<file path="src/rtl/vb_pkg.sv">
package vb_pkg;

  typedef enum logic [2:0] {
    VB_IDLE      = 3'd0,
    VB_MISS_NOP  = 3'd1,
    VB_HIT_SWAP  = 3'd2,
    VB_HIT_FREE  = 3'd3,
    VB_FILL_FREE = 3'd4,
    VB_FILL_DROP = 3'd5
  } vb_op_e;

endpackage

</file>
<file path="src/rtl/vb_match.sv">
module vb_match #(
  parameter int N      = 4,
  parameter int ADDR_W = 26,
  localparam int IDX_W = (N > 1) ? $clog2(N) : 1
) (
  input  logic                      clk,
  input  logic                      rst,
  input  logic [N-1:0][ADDR_W-1:0]  tags,
  input  logic [N-1:0]              valid,
  input  logic [ADDR_W-1:0]         addr,
  output logic                      hit,
  output logic [IDX_W-1:0]          hit_idx
);

  logic [N-1:0] hit_vec;

  for (genvar g = 0; g < N; g++) begin : g_cmp
    assign hit_vec[g] = valid[g] && (tags[g] == addr);
  end

  always_comb begin
    hit_idx = '0;
    for (int i = 0; i < N; i++) begin
      if (hit_vec[i]) hit_idx = IDX_W'(i);
    end
  end

  assign hit = |hit_vec;

  AST_SINGLE_MATCH: assert property (@(posedge clk) disable iff (rst)
    $onehot0(hit_vec));

endmodule

</file>
<file path="src/rtl/vb_age.sv">
module vb_age
  import vb_pkg::*;
#(
  parameter int N      = 4,
  localparam int IDX_W = (N > 1) ? $clog2(N) : 1
) (
  input  logic              clk,
  input  logic              rst,
  input  logic [N-1:0]      valid,
  input  vb_op_e            op,
  input  logic [IDX_W-1:0]  hit_idx,
  output logic [IDX_W-1:0]  repl_idx,
  output logic              full
);

  localparam logic [IDX_W-1:0] OLDEST = IDX_W'(N - 1);

  // rank 0 is the newest insertion among valid slots
  logic [N-1:0][IDX_W-1:0] rank_q;
  logic [IDX_W-1:0]        free_idx, oldest_idx;

  assign full = &valid;

  always_comb begin
    free_idx   = '0;
    oldest_idx = '0;
    for (int i = N - 1; i >= 0; i--) begin
      if (!valid[i]) free_idx = IDX_W'(i);
    end
    for (int i = 0; i < N; i++) begin
      if (valid[i] && rank_q[i] == OLDEST) oldest_idx = IDX_W'(i);
    end
  end

  assign repl_idx = full ? oldest_idx : free_idx;

  always_ff @(posedge clk) begin
    if (rst) begin
      rank_q <= '0;
    end else begin
      case (op)
        VB_FILL_FREE, VB_FILL_DROP: begin
          for (int j = 0; j < N; j++) begin
            if (IDX_W'(j) == repl_idx)  rank_q[j] <= '0;
            else if (valid[j])          rank_q[j] <= rank_q[j] + 1'b1;
          end
        end
        VB_HIT_SWAP: begin
          for (int j = 0; j < N; j++) begin
            if (IDX_W'(j) == hit_idx)                       rank_q[j] <= '0;
            else if (valid[j] && rank_q[j] < rank_q[hit_idx]) rank_q[j] <= rank_q[j] + 1'b1;
          end
        end
        VB_HIT_FREE: begin
          for (int j = 0; j < N; j++) begin
            if (valid[j] && rank_q[j] > rank_q[hit_idx]) rank_q[j] <= rank_q[j] - 1'b1;
          end
        end
        default: ;
      endcase
    end
  end

  AST_DROP_OLDEST: assert property (@(posedge clk) disable iff (rst)
    (op == VB_FILL_DROP) |-> (full && rank_q[repl_idx] == OLDEST));

  AST_FILL_EMPTY_SLOT: assert property (@(posedge clk) disable iff (rst)
    (op == VB_FILL_FREE) |-> !valid[repl_idx]);

endmodule

</file>
<file path="src/rtl/vb_store.sv">
module vb_store
  import vb_pkg::*;
#(
  parameter int N      = 4,
  parameter int ADDR_W = 26,
  parameter int DATA_W = 32,
  localparam int IDX_W = (N > 1) ? $clog2(N) : 1
) (
  input  logic                      clk,
  input  logic                      rst,
  input  vb_op_e                    op,
  input  logic [IDX_W-1:0]          wr_idx,
  input  logic [IDX_W-1:0]          hit_idx,
  input  logic [IDX_W-1:0]          repl_idx,
  input  logic [ADDR_W-1:0]         in_addr,
  input  logic [DATA_W-1:0]         in_data,
  input  logic                      in_dirty,
  output logic [N-1:0][ADDR_W-1:0]  tags,
  output logic [N-1:0]              valid,
  output logic [N-1:0]              dirty,
  output logic [DATA_W-1:0]         hit_data,
  output logic [DATA_W-1:0]         drop_data
);

  logic [DATA_W-1:0] mem [N];
  logic              write_line;

  assign write_line = (op == VB_HIT_SWAP) || (op == VB_FILL_FREE) || (op == VB_FILL_DROP);

  always_ff @(posedge clk) begin
    if (rst) begin
      valid <= '0;
      dirty <= '0;
    end else if (write_line) begin
      valid[wr_idx] <= 1'b1;
      dirty[wr_idx] <= in_dirty;
    end else if (op == VB_HIT_FREE) begin
      valid[wr_idx] <= 1'b0;
      dirty[wr_idx] <= 1'b0;
    end
  end

  always_ff @(posedge clk) begin
    if (write_line) begin
      tags[wr_idx] <= in_addr;
      mem[wr_idx]  <= in_data;
    end
  end

  always_ff @(posedge clk) begin
    if (op != VB_IDLE) begin
      hit_data  <= mem[hit_idx];
      drop_data <= mem[repl_idx];
    end
  end

  AST_EMPTY_AFTER_RESET: assert property (@(posedge clk) disable iff (rst)
    $past(rst) |-> (valid == '0));

endmodule

</file>
<file path="src/rtl/victim_buffer.sv">
module victim_buffer
  import vb_pkg::*;
#(
  parameter int N      = 4,
  parameter int ADDR_W = 26,
  parameter int DATA_W = 32
) (
  input  logic              clk,
  input  logic              rst,
  input  logic              req_valid,
  input  logic [ADDR_W-1:0] req_addr,
  input  logic              evict_valid,
  input  logic [ADDR_W-1:0] evict_addr,
  input  logic [DATA_W-1:0] evict_data,
  input  logic              evict_dirty,
  output logic              rsp_valid,
  output logic              rsp_hit,
  output logic [ADDR_W-1:0] rsp_addr,
  output logic [DATA_W-1:0] rsp_data,
  output logic              rsp_dirty,
  output logic              wb_valid,
  output logic [ADDR_W-1:0] wb_addr,
  output logic [DATA_W-1:0] wb_data
);

  localparam int IDX_W = (N > 1) ? $clog2(N) : 1;

  logic [N-1:0][ADDR_W-1:0] tags;
  logic [N-1:0]             valid, dirty;
  logic                     hit, full;
  logic [IDX_W-1:0]         hit_idx, repl_idx, wr_idx;
  vb_op_e                   op;

  vb_match #(.N(N), .ADDR_W(ADDR_W)) u_match (
    .clk(clk), .rst(rst), .tags(tags), .valid(valid), .addr(req_addr),
    .hit(hit), .hit_idx(hit_idx)
  );

  vb_age #(.N(N)) u_age (
    .clk(clk), .rst(rst), .valid(valid), .op(op), .hit_idx(hit_idx),
    .repl_idx(repl_idx), .full(full)
  );

  always_comb begin
    if (!req_valid)   op = VB_IDLE;
    else if (hit)     op = evict_valid ? VB_HIT_SWAP : VB_HIT_FREE;
    else if (evict_valid) op = full ? VB_FILL_DROP : VB_FILL_FREE;
    else              op = VB_MISS_NOP;
  end

  assign wr_idx = hit ? hit_idx : repl_idx;

  vb_store #(.N(N), .ADDR_W(ADDR_W), .DATA_W(DATA_W)) u_store (
    .clk(clk), .rst(rst), .op(op), .wr_idx(wr_idx), .hit_idx(hit_idx),
    .repl_idx(repl_idx), .in_addr(evict_addr), .in_data(evict_data),
    .in_dirty(evict_dirty), .tags(tags), .valid(valid), .dirty(dirty),
    .hit_data(rsp_data), .drop_data(wb_data)
  );

  always_ff @(posedge clk) begin
    if (rst) begin
      rsp_valid <= 1'b0;
      rsp_hit   <= 1'b0;
      rsp_addr  <= '0;
      rsp_dirty <= 1'b0;
      wb_valid  <= 1'b0;
      wb_addr   <= '0;
    end else begin
      rsp_valid <= req_valid;
      rsp_hit   <= req_valid && hit;
      rsp_addr  <= req_addr;
      rsp_dirty <= hit && dirty[hit_idx];
      wb_valid  <= (op == VB_FILL_DROP) && dirty[repl_idx];
      wb_addr   <= tags[repl_idx];
    end
  end

  AST_RSP_NEXT_CYCLE: assert property (@(posedge clk) disable iff (rst)
    req_valid |=> rsp_valid);

  AST_QUIET_WHEN_IDLE: assert property (@(posedge clk) disable iff (rst)
    !req_valid |=> (!rsp_valid && !wb_valid));

  AST_WB_ONLY_ON_MISS: assert property (@(posedge clk) disable iff (rst)
    wb_valid |-> (rsp_valid && !rsp_hit));

  AST_WB_ONE_CYCLE: assert property (@(posedge clk) disable iff (rst)
    (wb_valid && !req_valid) |=> !wb_valid);

endmodule

</file>
<file path="config.mk">
export PLATFORM = sky130hd
export DESIGN_NAME = victim_buffer
export DESIGN_NICKNAME = d
export VERILOG_FILES = /design/src/rtl/vb_pkg.sv /design/src/rtl/vb_match.sv /design/src/rtl/vb_age.sv /design/src/rtl/vb_store.sv /design/src/rtl/victim_buffer.sv
export SDC_FILE = /design/constraint.sdc
export NUM_CORES = 1
export LEC_CHECK = 0
export CORE_ASPECT_RATIO = 0.8
export CORE_MARGIN = 2
export CORE_UTILIZATION = 50
export CTS_BUF_LIST = sky130_fd_sc_hd__clkbuf_16
export CTS_CLUSTER_DIAMETER = 50
export CTS_CLUSTER_SIZE = 8
export DETAILED_ROUTE_END_ITERATION = 8
export GPL_ROUTABILITY_DRIVEN = 0
export PLACE_DENSITY = 0.82
export SLEW_MARGIN = 15
export SYNTH_ARGS = -nofsm -noshare
export SYNTH_HDL_FRONTEND = slang
export SYNTH_HIERARCHICAL = 1
export SYNTH_SLANG_ARGS = --single-unit
</file>
<file path="constraint.sdc">
create_clock -name clk -period 14.1 [get_ports clk]
set_input_delay 2.82 -clock clk [delete_from_list [all_inputs] [get_ports clk]]
set_output_delay 2.82 -clock clk [all_outputs]
set_load 0.05 [all_outputs]
</file>
Yosys cells after proc, flatten, opt, wreduce, memory -nomap -nowiden
Memories as Yosys holds them, arrays and structs flattened. A register that Yosys moved wholly into a read port is not among the register bits.
Cells that the tools add are included.
{ "word_totals": {"elab_cells": 161, "register_bits": 176, "ramBits": 128, "in_bits": 89, "mem_count": 1, "output_inout_bits": 120} }
{ "memory_table": {"columns": ["memory", "depth", "width", "read_ports", "rd_ports_with_merged_regs", "wr", "line_no", "rtl"], "rows": [
  ["u_store.mem", 4, 32, 2, 2, 1, "vb_store.sv:25", "logic [DATA_W-1:0] mem [N];"]
]} }
{ "op_classes": {"n_addsub": 8, "order_cmp": 12, "n_eq_ne": 29, "n_reduce_logical": 33, "mux": 58, "bitwise": 4} }
{ "op_table": {"columns": ["operator", "n"], "rows": [
  ["$bwmux W104", 1],
  ["$eq A26 B26 Y1", 4],
  ["$mux W2", 31],
  ["$bmux W26 S2", 1],
  ["$demux W26 S2", 1],
  ["$mux W26", 2],
  ["$ne A3 B1 Y1 const B", 8],
  ["$pmux W8 S3", 1],
  ["$reduce_and A4 Y1", 5],
  ["$logic_and A1 B1 Y1", 19],
  ["$mux W4", 4],
  ["$lt A2 B3 Y1 const B", 3],
  ["$mux W1", 9],
  ["$mux W3", 3],
  ["$add A2 B1 Y2 const B", 4],
  ["$and A4 B4 Y4", 2],
  ["$eq A2 B2 Y1 const A", 4],
  ["$gt A2 B2 Y1", 4],
  ["$lt A2 B2 Y1", 4],
  ["$ne A2 B1 Y1 const B", 4],
  ["$sub A2 B1 Y2 const B", 4],
  ["$eq A2 B2 Y1 const B", 3],
  ["$eq A3 B2 Y1 const B", 2],
  ["$eq A3 B3 Y1 const B", 2],
  ["14 further kinds", 19]
]} }

Depth between registers and ports, before layout
{ "logic_depth": {"ltp_word": 15, "mapped_depth": 15} }

Cells and area by module
The synthesis kept the hierarchy.
{ "modules_own_cells": {"columns": ["mod", "instances", "cells_each", "area_each_um2", "seq_area_each_um2"], "rows": [
  ["vb_store", 1, 431, 10960.5, 9048.7],
  ["victim_buffer", 1, 161, 2229.6, 1121.1],
  ["vb_match", 1, 146, 1217.4, 0.0],
  ["vb_age", 1, 134, 1058.5, 160.2]
]} }

Worst setup path after synthesis
OpenSTA, ideal clock, no wires.
{ "synth_path": {"path_kind": "input -> register", "startpoint": "in req_addr[3]", "endpoint": "mem u_store.mem[0][0], enable pin", "required_time_ns": 13.554, "path_slack_ns": 5.204, "path_stages": 12, "t_arrival_ns": 8.351, "path_cell_list": "buf_6 > xnor2_2 > nand4_1 > nor4_2 > nand4_1 > nand4_1 > inv_1 > and3_1 > buf_2 > nor2_1 > mux2i_1 > nor3_1"} }
{ "synth_via": {"elab_chain_len": 10, "elab_cells_between_ends": 22, "cone_classes": "eq/ne (7); mux (8); reduce/logical (7)"} }
{ "synth_lines": {"columns": ["item", "line_no", "rtl"], "rows": [
  ["from (decl)", "victim_buffer.sv:11", "input logic [ADDR_W-1:0] req_addr,"],
  ["$eq A26 B26 Y1", "vb_match.sv:18", "assign hit_vec[g] = valid[g] && (tags[g] == addr);"],
  ["$logic_and A1 B1 Y1", "vb_match.sv:18", null],
  ["$reduce_or A4 Y1 (*)", "vb_match.sv:28", "assign hit = |hit_vec;"],
  ["via hit", "victim_buffer.sv:30", "logic hit, full;"],
  ["$mux W3 (*)", "victim_buffer.sv:46", "else if (hit) op = evict_valid ? VB_HIT_SWAP : VB_HIT_FREE;"],
  ["$mux W3 (*)", "victim_buffer.sv:45", "if (!req_valid) op = VB_IDLE;"],
  ["via op[2]", "victim_buffer.sv:32", "vb_op_e op;"],
  ["$eq A3 B2 Y1 / $eq A3 B3 Y1 (equally long branches)", "vb_store.sv:28", "assign write_line = (op == VB_HIT_SWAP) || (op == VB_FILL_FREE) || (op == VB_FILL_DROP);"],
  ["$logic_or A1 B1 Y1", "vb_store.sv:28", null],
  ["$logic_or A1 B1 Y1 (*)", "vb_store.sv:28", null],
  ["$mux W1 (*)", "vb_store.sv:44", "if (write_line) begin"],
  ["$mux W1 (not written as such) (*)", "vb_store.sv:46", "mem[wr_idx] <= in_data;"],
  ["to (decl)", "vb_store.sv:25", null]
]} }
Mark *: on every way through the listed nets, which the timed path passes. The rest lies on a longest branch.

Worst setup path after layout
{ "layout_path": {"startpoint": "in req_addr[21]", "endpoint": "reg u_age/rank_q[5] (netlist bit)"} }
{ "layout_via": {"elab_chain_len": 11, "elab_cells_between_ends": 33, "cone_classes": "order compare (2); eq/ne (12); mux (9); reduce/logical (10)"} }
{ "layout_lines": {"columns": ["item", "line_no", "rtl"], "rows": [
  ["$eq A26 B26 Y1", "vb_match.sv:18", null],
  ["$logic_and A1 B1 Y1", "vb_match.sv:18", null],
  ["$mux W1", "vb_match.sv:24", "if (hit_vec[i]) hit_idx = IDX_W'(i);"],
  ["$mux W2", "vb_match.sv:24", null],
  ["$mux W2 (*)", "vb_match.sv:24", null],
  ["via hit_idx[0]", "victim_buffer.sv:31", "logic [IDX_W-1:0] hit_idx, repl_idx, wr_idx;"],
  ["$bmux W2 S2", "vb_age.sv:51, vb_age.sv:56", null],
  ["$mux W2 (not written as such)", "vb_age.sv:51, vb_age.sv:56", null],
  ["$lt A2 B2 Y1 / $gt A2 B2 Y1 (equally long branches)", "vb_age.sv:51, vb_age.sv:56", null],
  ["$logic_and A1 B1 Y1, on equally long branches", "vb_age.sv:51, vb_age.sv:56", null],
  ["$ne A3 B1 Y1 (no source line) / $ne A2 B1 Y1 (equally long branches)", null, null],
  ["$reduce_and A4 Y1 (no source line)", null, null],
  ["to (signal, indexed assignment)", "vb_age.sv:45", "else if (valid[j]) rank_q[j] <= rank_q[j] + 1'b1;"],
  ["to (decl)", "vb_age.sv:19", "logic [N-1:0][IDX_W-1:0] rank_q;"]
]} }
Mark *: on every way through the listed nets, which the timed path passes. The rest lies on a longest branch. The select of a mux whose other input is x is not followed.
A chain may end at the register's enable or synchronous reset.

==> impl_metrics.py <==
metrics = {
    "timing": {
        "fin_ws_ps": 6830,
        "rsz0062_at_grt": "no",
        "clock_skew_ps": 40.1,
        "timing.final.crit_share_pct": 51.6,
        "layout_min_cycle_time_ps": 7270,
        "drv_slew": 0,
        "fmax_mhz": 138,
        "setup_viol": 0,
        "worstMarginPinSlew_ps": 991,
        "worst_hold_slack_ps": 496,
        "slew_headroom_pct": 33.9,
        "tns_ps": 0,
        "hold_violations": 0,
    },
    "global_route": {
        "met1_usage_pct": 31.4,
        "grt_overflow_total": 0,
        "grt_pass1_vias": 9254,
        "grt_first_pass_wirelength_um": 55400,
        "met2_usage_pct": 35.4,
        "antenna_found_initial": 2,
        "grt-busiest-layer": "met2",
        "grt.met3_usage_pct": 5.97,
        "track_usage_pct": 22.7,
        "grt_max_degree": 74,
    },
    "pwr": {
        "power.total_uw": 2620,
        "p_int_uw": 1990,
        "p_sw_share_pct": 24.0,
        "comb_power_share_pct": 10.0,
        "pwr-share-seq_pct": 46.9,
        "p_clk_share_pct": 43.1,
        "p_sw_uw": 628,
        "p_leak_uw": 0.00652,
        "cellPowerDensity_nw_per_um2": 135,
        "vdd_ir_drop_max_mv": 0.132,
    },
    "worst_setup_path": {
        "critPathMaxFanout": 43,
        "path_cells": "clkdlybuf4s50_1 > xnor2_1 > nand4_1 > nor4_1 > nand4_1 > o21ai_4 > buf_4 > mux4_2 > inv_1 > ha_1 > nor2b_4 > or4b_4 > a221oi_2 > a21oi_1 > a311oi_1",
        "cp_slowest_cell": "buf_4",
        "reg2reg_from": "u_store/tags[47]",
        "r2r_end": "u_age/rank_q[5]",
        "critPathKind": "in -> reg",
        "cp-start-kind": "input pin",
        "reg2reg_depth": 14,
        "cp_common_cell": "nand4_1",
        "critPathMaxStageDelay_ps": 680,
        "cp_top_family": "simple AND/OR/NAND/NOR gates",
        "worstSetupEndpointType": "flop",
        "worst-path-buf-inv": 3,
        "worstPathRequired_ps": 14550,
        "worst_ep_arrival_time_ps": 7720,
        "reg2reg_setup_slack_ps": 9300,
    },
    "clock_tree": {
        "cts-resized-gates": 0,
        "cts_buffer_depth": 3,
        "root_buffer": "clkbuf_16",
        "cts_setup_buffers": 0,
        "cts_tree": "done",
        "clkTransAtPathRegs_ps": 50,
        "cts_hold_buf": 0,
        "cts_max_level": 2,
        "cts_buffers": 52,
        "clock_latency_ps": 580,
        "clock_sinks": 368,
    },
    "hold_path": {
        "min_delay_worst_endpoint": "u_store/dirty[0]",
        "hold_path_depth": 2,
        "min_path_type": "reg -> reg",
        "min_from": "u_store/dirty[0]",
    },
    "synth": {
        "ys.flop_type": "edfxtp_1",
        "synth_cells": 872,
        "synth_cell_types": 62,
        "synth_most_common_cell": "edfxtp_1",
        "synth_xor_area_share_pct": 6.16,
        "synth_top_cells_by_area": "edfxtp_1, mux4_2, dfxtp_1",
        "yosys.area_share.adder_pct": 1.05,
        "synth_area_leader_cell": "edfxtp_1",
        "synth_top_area_share_pct": 57.5,
        "seq_area_frac_synth_pct": 66.8,
        "ys_warn_count": 6,
        "synth_edf_count": 296,
        "synth_area_per_cell_um2": 17.7,
        "synth-compound-area-share_pct": 2.98,
        "synth_fp_nets": 974,
        "ys_top_cells_by_count": "edfxtp_1, mux4_2, dfxtp_1",
        "synth_top_family_by_area": "multiplexers",
        "yosys.area_share.simple_pct": 6.54,
        "syn_area_um2": 15500,
        "async_reset_ff_share_pct": 0,
        "synth_mux_area_share_pct": 14.1,
        "ys_ff_latch": 368,
    },
    "floorplanning": {
        "start_util_pct": 50.9,
        "row_count": 57,
        "die_w_um": 201,
        "die_h_um": 161,
        "io_pins": 209,
        "core_um2": 30400,
        "fp.dieArea_um2": 32400,
    },
    "routing": {
        "route.detailed.drc": 0,
        "num_vias": 8901,
        "drt_iter0_drc": 946,
        "wirelength_um": 36300,
        "dr.pass1.iters": 5,
        "ant_nets": 0,
        "wl_per_cell_um": 23.2,
        "via_per_inst": 5.68,
    },
    "outcome": {
        "outcome": "finished clean",
    },
    "flow_run": {
        "max-cap-violations": 0,
    },
    "cells_and_area": {
        "areaGrowthSynthToFinish_pct": 25.7,
        "nets": 1212,
        "drive_above_1_share_pct": 15.6,
        "fin_util_pct": 64.0,
    },
    "place": {
        "pre_cts_ws_ps": 6370,
        "hpwl_um": 23200,
        "numPortBuffers": 208,
    },
}
-- layout by cell type (no fill, tap or decap), types with 4 or more instances in the layout --
cell type        netlist  routed
edfxtp_1             296     296
clkdlybuf4s50_1        0     207
mux4_2                89      89
dfxtp_1               72      72
nor2b_1               66      65
xnor2_1               59      59
inv_1                 15      54
clkbuf_16              0      53
xor2_1                46      46
nand4_1               21      21
nand2_1               16      15
o21ai_0               15      15
ha_1                  13      13
buf_4                  1      12
a21oi_1               12      11
nand2b_1              11      11
nor4_1                 9       9
a211oi_1               7       7
nor3_1                 8       7
a31oi_1                7       7
nor2_1                 7       6
mux2i_1                5       5
mux4_1                 4       4
-- worst max path at each step --
stage | start | end | slack [ps] | cells past startpoint
after floorplan | req_addr[3] | u_store/mem[0][0] | 5200 | 12
after global placement | req_addr[4] | u_age/rank_q[5] | 6470 | 15
after detailed placement | req_addr[6] | u_age/rank_q[5] | 6370 | 15
after CTS | req_addr[6] | u_age/rank_q[5] | 6930 | 15
after global routing | req_addr[6] | u_age/rank_q[5] | 6450 | 15
final | req_addr[21] | u_age/rank_q[5] | 6830 | 15
-- routing by layer --
layer	wire length, um	share of wire, %	vias up
li1	-	-	3940
met1	14900	41	4497
met2	17300	48	397
met3	3230	8.9	67
met4	924	2.5	0
met5	0	0	-
-- sequential cells by signal (all words and copies together) (netlist names), 4 cells and up, named ones only --
signal and cells:
u_store/mem 128, u_store/tags 104, u_store/drop_data 32, u_store/hit_data 32, rsp_addr 26, wb_addr 26, u_age/rank_q 8, u_store/dirty 4
-- power groups by stage --
stage | Combinational (uW) | Clock [uW] | Sequential [uW]
after floorplan | 84.3 | 0 | 1320
after global placement | 258 | 0 | 1250
after detailed placement | 262 | 0 | 1250
after CTS | 264 | 1150 | 1230
after global routing | 275 | 1200 | 1230
final | 263 | 1130 | 1230
-- worst register-to-register path, stage by stage, from the launching register on --
cell and delay, ps:
edfxtp_1 390, xnor2_1 300, nand4_1 170, nor4_1 360, nand4_1 240, o21ai_4 200
buf_4 680, mux4_2 610, inv_1 150, ha_1 270, nor2b_4 140, or4b_4 470
a221oi_2 350, a21oi_1 120, a311oi_1 250
-- cell families (layout without fill, tap and decap cells) --
group / after synthesis / after routing
AOI/OAI and AO/OA: 68 / 68
xor gates and xnor gates: 107 / 107
adders and majority gates: 13 / 13
buffers and inverters: 52 / 333
DFF: 368 / 368
muxes: 100 / 100
other: 0 / 2
and+or+nand+nor: 164 / 164
-- per-stage QoR --
step           std cells  area, um^2
6_report            1568       19400
2_1_floorplan        872       15500
3_3_place_gp        1469       17900
4_1_cts             1566       19400
3_5_place_dp        1469       17900
5_1_grt             1568       19400
-- layout make-up --
| cell class | count | area [um^2] |
|---|---|---|
| flip-flops and latches | 368 | 10300 |
| clock inverters | 44 | 220 |
| repair buffers | 220 | 2170 |
| diodes | 2 | 5.00 |
| fillers | 2102 | 10900 |
| clock buffers | 53 | 1330 |
| inverters | 16 | 62.6 |
| multi-input cells | 452 | 4820 |
| well taps | 413 | 517 |
Note: power is estimated with default switching activity, not from simulation.
